===== src/rtl/aport_pkg.sv =====
package aport_pkg;

    localparam int STAT_W   = 16;
    localparam int IEN_W    = 11;
    localparam int STICKY_LO = 3;
    localparam int STICKY_HI = 11;

    localparam int B_RXRDY   = 0;
    localparam int B_TXRDY   = 1;
    localparam int B_DUPRDY  = 2;
    localparam int B_XEND    = 3;
    localparam int B_TXFILL  = 4;
    localparam int B_UNDER   = 5;
    localparam int B_OVER    = 6;
    localparam int B_CRC     = 7;
    localparam int B_FRAME   = 8;
    localparam int B_MODE    = 9;
    localparam int B_RELOAD  = 10;
    localparam int B_SUSP    = 11;
    localparam int B_TXDONE  = 12;
    localparam int B_RXLVL_L = 13;
    localparam int B_RXWNE   = 15;

    typedef enum logic [1:0] {
        SEL_STATUS = 2'd0,
        SEL_ENABLE = 2'd1,
        SEL_CLEAR  = 2'd2,
        SEL_SPARE  = 2'd3
    } reg_sel_e;

    typedef struct packed {
        logic       rx_pkt;
        logic       tx_space;
        logic       tx_done;
        logic [1:0] rx_level;
        logic       rx_wne;
    } fifo_view_t;

    function automatic logic [STAT_W-1:0] level_bits(input fifo_view_t v);
        logic [STAT_W-1:0] s;
        s = '0;
        s[B_RXRDY]                 = v.rx_pkt;
        s[B_TXRDY]                 = v.tx_space;
        s[B_DUPRDY]                = v.rx_pkt & v.tx_space;
        s[B_TXDONE]                = v.tx_done;
        s[B_RXLVL_L+1:B_RXLVL_L]   = v.rx_level;
        s[B_RXWNE]                 = v.rx_wne;
        return s;
    endfunction

endpackage


===== src/rtl/aport_sticky_flags.sv =====
module aport_sticky_flags #(
    parameter int LO = 3,
    parameter int HI = 11
) (
    input  logic          clk,
    input  logic          rst,
    input  logic [HI:LO]  ev_set,
    input  logic [HI:LO]  clr_req,
    output logic [HI:LO]  flags
);

    generate
        for (genvar i = LO; i <= HI; i++) begin : g_bit
            always_ff @(posedge clk) begin
                if (rst)
                    flags[i] <= 1'b0;
                else if (ev_set[i])
                    flags[i] <= 1'b1;
                else if (clr_req[i])
                    flags[i] <= 1'b0;
            end
        end
    endgenerate

    // a pulse wins over a clear in the same cycle
    a_r5_set_wins: assert property (@(posedge clk) disable iff (rst)
        (|ev_set) |=> ((flags & $past(ev_set)) == $past(ev_set)));

    // a clear without a concurrent pulse takes effect
    a_r3_clear_takes: assert property (@(posedge clk) disable iff (rst)
        (|(clr_req & ~ev_set)) |=> ((flags & $past(clr_req & ~ev_set)) == '0));

    // flags hold when nothing touches them
    a_r2_hold: assert property (@(posedge clk) disable iff (rst)
        (ev_set == '0 && clr_req == '0) |=> $stable(flags));

endmodule


===== src/rtl/aport_enable_reg.sv =====
module aport_enable_reg #(
    parameter int W = 11
) (
    input  logic         clk,
    input  logic         rst,
    input  logic         wr,
    input  logic [W-1:0] wdata,
    output logic [W-1:0] ien
);

    always_ff @(posedge clk) begin
        if (rst)
            ien <= '0;
        else if (wr)
            ien <= wdata;
    end

    // a write lands in the mask
    a_r8_write_lands: assert property (@(posedge clk) disable iff (rst)
        wr |=> (ien == $past(wdata)));

endmodule


===== src/rtl/aport_irq_merge.sv =====
module aport_irq_merge #(
    parameter int W = 11
) (
    input  logic [W-1:0] status,
    input  logic [W-1:0] ien,
    output logic         irq
);

    logic [W-1:0] hits;

    generate
        for (genvar i = 0; i < W; i++) begin : g_hit
            assign hits[i] = status[i] & ien[i];
        end
    endgenerate

    assign irq = |hits;

endmodule


===== src/rtl/aport_irq_status.sv =====
module aport_irq_status
    import aport_pkg::*;
(
    input  logic        clk,
    input  logic        rst,
    input  logic [1:0]  reg_addr,
    input  logic        reg_wr,
    input  logic [15:0] reg_wdata,
    output logic [15:0] reg_rdata,
    input  logic        slave_mode,
    input  logic        ev_xfer_end,
    input  logic        ev_tx_filled,
    input  logic        ev_underrun,
    input  logic        ev_overrun,
    input  logic        ev_crc_err,
    input  logic        ev_frame_err,
    input  logic        ev_mode_fault,
    input  logic        ev_reload,
    input  logic        ev_suspend,
    input  logic        fifo_rx_pkt,
    input  logic        fifo_tx_space,
    input  logic        fifo_tx_done,
    input  logic [1:0]  fifo_rx_level,
    input  logic        fifo_rx_word_pending,
    output logic        irq
);

    reg_sel_e                   sel;
    fifo_view_t                 view;
    logic [STICKY_HI:STICKY_LO] ev_set;
    logic [STICKY_HI:STICKY_LO] clr_req;
    logic [STICKY_HI:STICKY_LO] flags;
    logic [IEN_W-1:0]           ien;
    logic [STAT_W-1:0]          status;
    logic                       ien_wr;

    assign sel = reg_sel_e'(reg_addr);

    always_comb begin
        ev_set           = '0;
        ev_set[B_XEND]   = ev_xfer_end;
        ev_set[B_TXFILL] = ev_tx_filled;
        ev_set[B_UNDER]  = ev_underrun;
        ev_set[B_OVER]   = ev_overrun;
        ev_set[B_CRC]    = ev_crc_err;
        ev_set[B_FRAME]  = ev_frame_err & slave_mode;
        ev_set[B_MODE]   = ev_mode_fault;
        ev_set[B_RELOAD] = ev_reload;
        ev_set[B_SUSP]   = ev_suspend;
    end

    assign clr_req = (reg_wr && sel == SEL_CLEAR) ? reg_wdata[STICKY_HI:STICKY_LO] : '0;
    assign ien_wr  = reg_wr && sel == SEL_ENABLE;

    assign view.rx_pkt   = fifo_rx_pkt;
    assign view.tx_space = fifo_tx_space;
    assign view.tx_done  = fifo_tx_done;
    assign view.rx_level = fifo_rx_level;
    assign view.rx_wne   = fifo_rx_word_pending;

    aport_sticky_flags #(.LO(STICKY_LO), .HI(STICKY_HI)) u_flags (
        .clk     (clk),
        .rst     (rst),
        .ev_set  (ev_set),
        .clr_req (clr_req),
        .flags   (flags)
    );

    aport_enable_reg #(.W(IEN_W)) u_ien (
        .clk   (clk),
        .rst   (rst),
        .wr    (ien_wr),
        .wdata (reg_wdata[IEN_W-1:0]),
        .ien   (ien)
    );

    always_comb begin
        status = level_bits(view);
        status[STICKY_HI:STICKY_LO] = flags;
    end

    aport_irq_merge #(.W(IEN_W)) u_irq (
        .status (status[IEN_W-1:0]),
        .ien    (ien),
        .irq    (irq)
    );

    always_comb begin
        case (sel)
            SEL_STATUS: reg_rdata = status;
            SEL_ENABLE: reg_rdata = {{(STAT_W-IEN_W){1'b0}}, ien};
            default:    reg_rdata = '0;
        endcase
    end

    // frame error cannot latch outside slave mode
    a_r6_frame_needs_slave: assert property (@(posedge clk) disable iff (rst)
        (!slave_mode && !flags[B_FRAME]) |=> !flags[B_FRAME]);

    // interrupt follows masked status
    a_r9_irq_quiet: assert property (@(posedge clk) disable iff (rst)
        ((status[IEN_W-1:0] & ien) == '0) |-> !irq);
    a_r9_irq_raised: assert property (@(posedge clk) disable iff (rst)
        ((status[IEN_W-1:0] & ien) != '0) |-> irq);

    // clear register reads back as zero
    a_r10_clear_reads_zero: assert property (@(posedge clk) disable iff (rst)
        (reg_addr == SEL_CLEAR) |-> (reg_rdata == '0));

    // upper enable bits read zero
    a_r8_upper_zero: assert property (@(posedge clk) disable iff (rst)
        (reg_addr == SEL_ENABLE) |-> (reg_rdata[STAT_W-1:IEN_W] == '0));

endmodule


===== config.mk =====
export PLATFORM = sky130hd
export DESIGN_NAME = aport_irq_status
export DESIGN_NICKNAME = d
export VERILOG_FILES = /design/src/rtl/aport_pkg.sv /design/src/rtl/aport_sticky_flags.sv /design/src/rtl/aport_enable_reg.sv /design/src/rtl/aport_irq_merge.sv /design/src/rtl/aport_irq_status.sv
export SDC_FILE = /design/constraint.sdc
export NUM_CORES = 1
export LEC_CHECK = 0
export BUFFER_PORTS_ARGS = -buffer_cell sky130_fd_sc_hd__buf_2
export CORE_MARGIN = 2
export CORE_UTILIZATION = 40
export CTS_CLUSTER_SIZE = 10
export DETAILED_ROUTE_END_ITERATION = 10
export PLACE_DENSITY = 0.72
export REMOVE_ABC_BUFFERS = 1
export SLEW_MARGIN = 20
export SYNTH_ARGS = -nofsm -noshare
export SYNTH_HDL_FRONTEND = slang
export SYNTH_SLANG_ARGS = --single-unit

===== constraint.sdc =====
create_clock -name clk -period 2.59 [get_ports clk]
set_input_delay 0.3885 -clock clk [delete_from_list [all_inputs] [get_ports clk]]
set_output_delay 0.3885 -clock clk [all_outputs]
set_load 0.01 [all_outputs]

==> results.cfg <==
[worst_setup_path]
reg2reg_slack_ns = 1.83
required_ns = 2.20
endpoint_kind = output pin
reg2reg_depth = 2
crit_type = flip-flop to output pin
critPathMaxFanout = 3
cp.arrival_ns = 1.36
cp-start-kind = flip-flop
r2r_end = u_flags.flags[10]
startpoint = u_ien.ien[3]
regToRegStartpoint = u_flags.flags[10]

[synthesis]
synth_area_leader_cell = dfxtp_1
synth_edf_count = 0
synth_seq_area_share = 0.376
synthDistinctLibCells = 18
synthArstFlopShare = 0
synth_area_leaders = dfxtp_1 (38%), mux2i_1 (20%), a311oi_2 (13%)
syn_area_um2 = 1060
synth_ff_type = dfxtp_1
synth_warnings = 0
ys_ff_latch = 20
synth_top_area_share = 0.376
synthCells = 115
syn_area_per_cell_um2 = 9.26

[clocking]
cts_made_buffers = 3
cts-root-buf = clkbuf_4
clkSinkCount = 20
post-cts-setup-buffer-count = 0
cts_max_path_buffers = 2
clk_latency_ns = 0.30
cts.clk_slew.worst_paths_ns = 0.11
cts.repair.resized = 0
htreeDepth = 1
cts_tree = yes
cts-hold-fix-buffers = 0

[flow_run]
drv_cap = 0

[min_path]
min-delay-start = reg_wdata[11]
hold_class = primary input to flip-flop
holdPathStages = 2
holdPathEnd = u_flags.flags[11]

[power_and_ir_drop]
swShare = 0.267
p_sw_mw = 0.171
internal-power_mw = 0.469
p_per_area_nw_per_um2 = 476
sequentialPowerShare = 0.525
clkPwrFrac = 0.283
irDropWorstVdd_mv = 0.283
leakage_nw = 0.732
pwr-share-comb = 0.192

[floorplanning]
initial_core_util = 0.426
core_area_um2 = 2500
core.rowCount = 18
die_w_um = 55.6
die_h_um = 55.6
io_pins = 54
die_area_um2 = 3090

[detailed_routing]
drt-vias-per-instance = 5.01
wire_per_inst_um = 12.6
drt-initial-drc-count = 29
drt_wl_total_um = 2410
drcViolationCount = 0
first_pass_iters = 4
vias = 961
postRouteAntennaNets = 0

[sta]
timing.hold.ws_ns = 0.280
finClkSkew_ns = 0
worstMarginPinSlew_ns = 0.555
hold_viol_final = 0
setup_viol = 0
finalCriticalPeriod_ns = 1.75
finalMaxSlewViolations = 0
rsz0062_at_grt = false
fin_crit_sh = 0.675
fmax_mhz = 572
layout_setup_ws_ns = 0.841
tns_ns = 0
max_slew_margin = 0.630

[global_routing]
antenna_found_initial = 0
track_usage = 0.163
grt.overflow.total = 0
grt_max_degree = 21
grt_pass1_wl_um = 4000
grt_pass1_vias = 903

[cells_and_area]
regArea_um2 = 400
multiInputGateArea_um2 = 586
area_delta_synth_final_pct = 26.1
num-nets-final = 200
final_cell_area_um2 = 1340
final_common_cell = buf_2
drive_above_1_share = 0.389
nFillCells = 248
stdcell_count = 192
layout_common_cells = buf_2 (49), nor2_1 (30), mux2i_1 (21)
insertedDiodeCount = 0

[placement]
pre_cts_ws_ns = 0.893
gp_congestion = 0.691
place_area_um2 = 1310
numPortBuffers = 49
dp_cells = 188
dpl.hpwl_um = 1800

[outcome]
status = finished clean
==> Yosys cell counts (2+ instances only) <==
cell type	number
nand3b_1	2
a21oi_1	2
inv_1	8
a22oi_1	3
dfxtp_1	20
mux2i_1	21
buf_6	2
buf_4	2
a311oi_2	9
nand2_1	3
clkbuf_1	3
and2_1	5
nor2_1	30
==> registers in the layout, indices dropped and copies added, names as in the netlist <==
name	count
u_ien.ien	11
u_flags.flags	9
==> layout make-up <==
| type | count | share of cell area |
|---|---|---|
| clock buffer | 4 | 0.0270 |
| inverter | 8 | 0.0224 |
| multi-input combinational | 80 | 0.436 |
| sequential | 20 | 0.298 |
| tap | 30 | 0.0280 |
| timing repair buffer | 50 | 0.188 |
==> worst max-delay path: stages (launching register included) <==
cell and delay [ns]:
dfxtp_1 0.35, a222oi_1 0.42, nand3_1 0.13, buf_2 0.16
==> metal layers <==
metal	track usage	vias up	share of wire
li1	-	491	-
met1	0.197	429	0.42
met2	0.274	36	0.49
met3	0.0349	5	0.072
met4	0.0732	0	0.018
met5	0	-	0
==> through the flow <==
step / total power, mW / utilization
2_1_floorplan: 0.402 / -
3_3_place_gp: 0.462 / 0.523
3_5_place_dp: 0.466 / 0.523
4_1_cts: 0.647 / 0.537
5_1_grt: 0.681 / 0.537
6_report: 0.640 / 0.537
==> worst max path at each step <==
stage	endpoint	depth (start not counted)
after global routing	irq	3
after global placement	u_ien.ien[4]	5
after floorplan	u_ien.ien[0]	3
after CTS	irq	3
final	irq	3
after detailed placement	u_ien.ien[7]	5
==> power groups by stage <==
| stage | combinational [mW] | clock [mW] | sequential, mW |
|---|---|---|---|
| after global placement | 0.120 | 0 | 0.342 |
| after global routing | 0.135 | 0.207 | 0.339 |
| after detailed placement | 0.123 | 0 | 0.343 |
| after floorplan | 0.0623 | 0 | 0.340 |
| final | 0.123 | 0.181 | 0.336 |
| after CTS | 0.124 | 0.187 | 0.336 |
==> logic make-up after synthesis <==
kind of cell / share of synthesized area
and+or+nand+nor: 0.179
DFF: 0.376
muxes: 0.197
buffers and inverters: 0.0740
AOI/OAI and AO/OA: 0.174
Note: power is estimated with default switching activity, not from simulation.
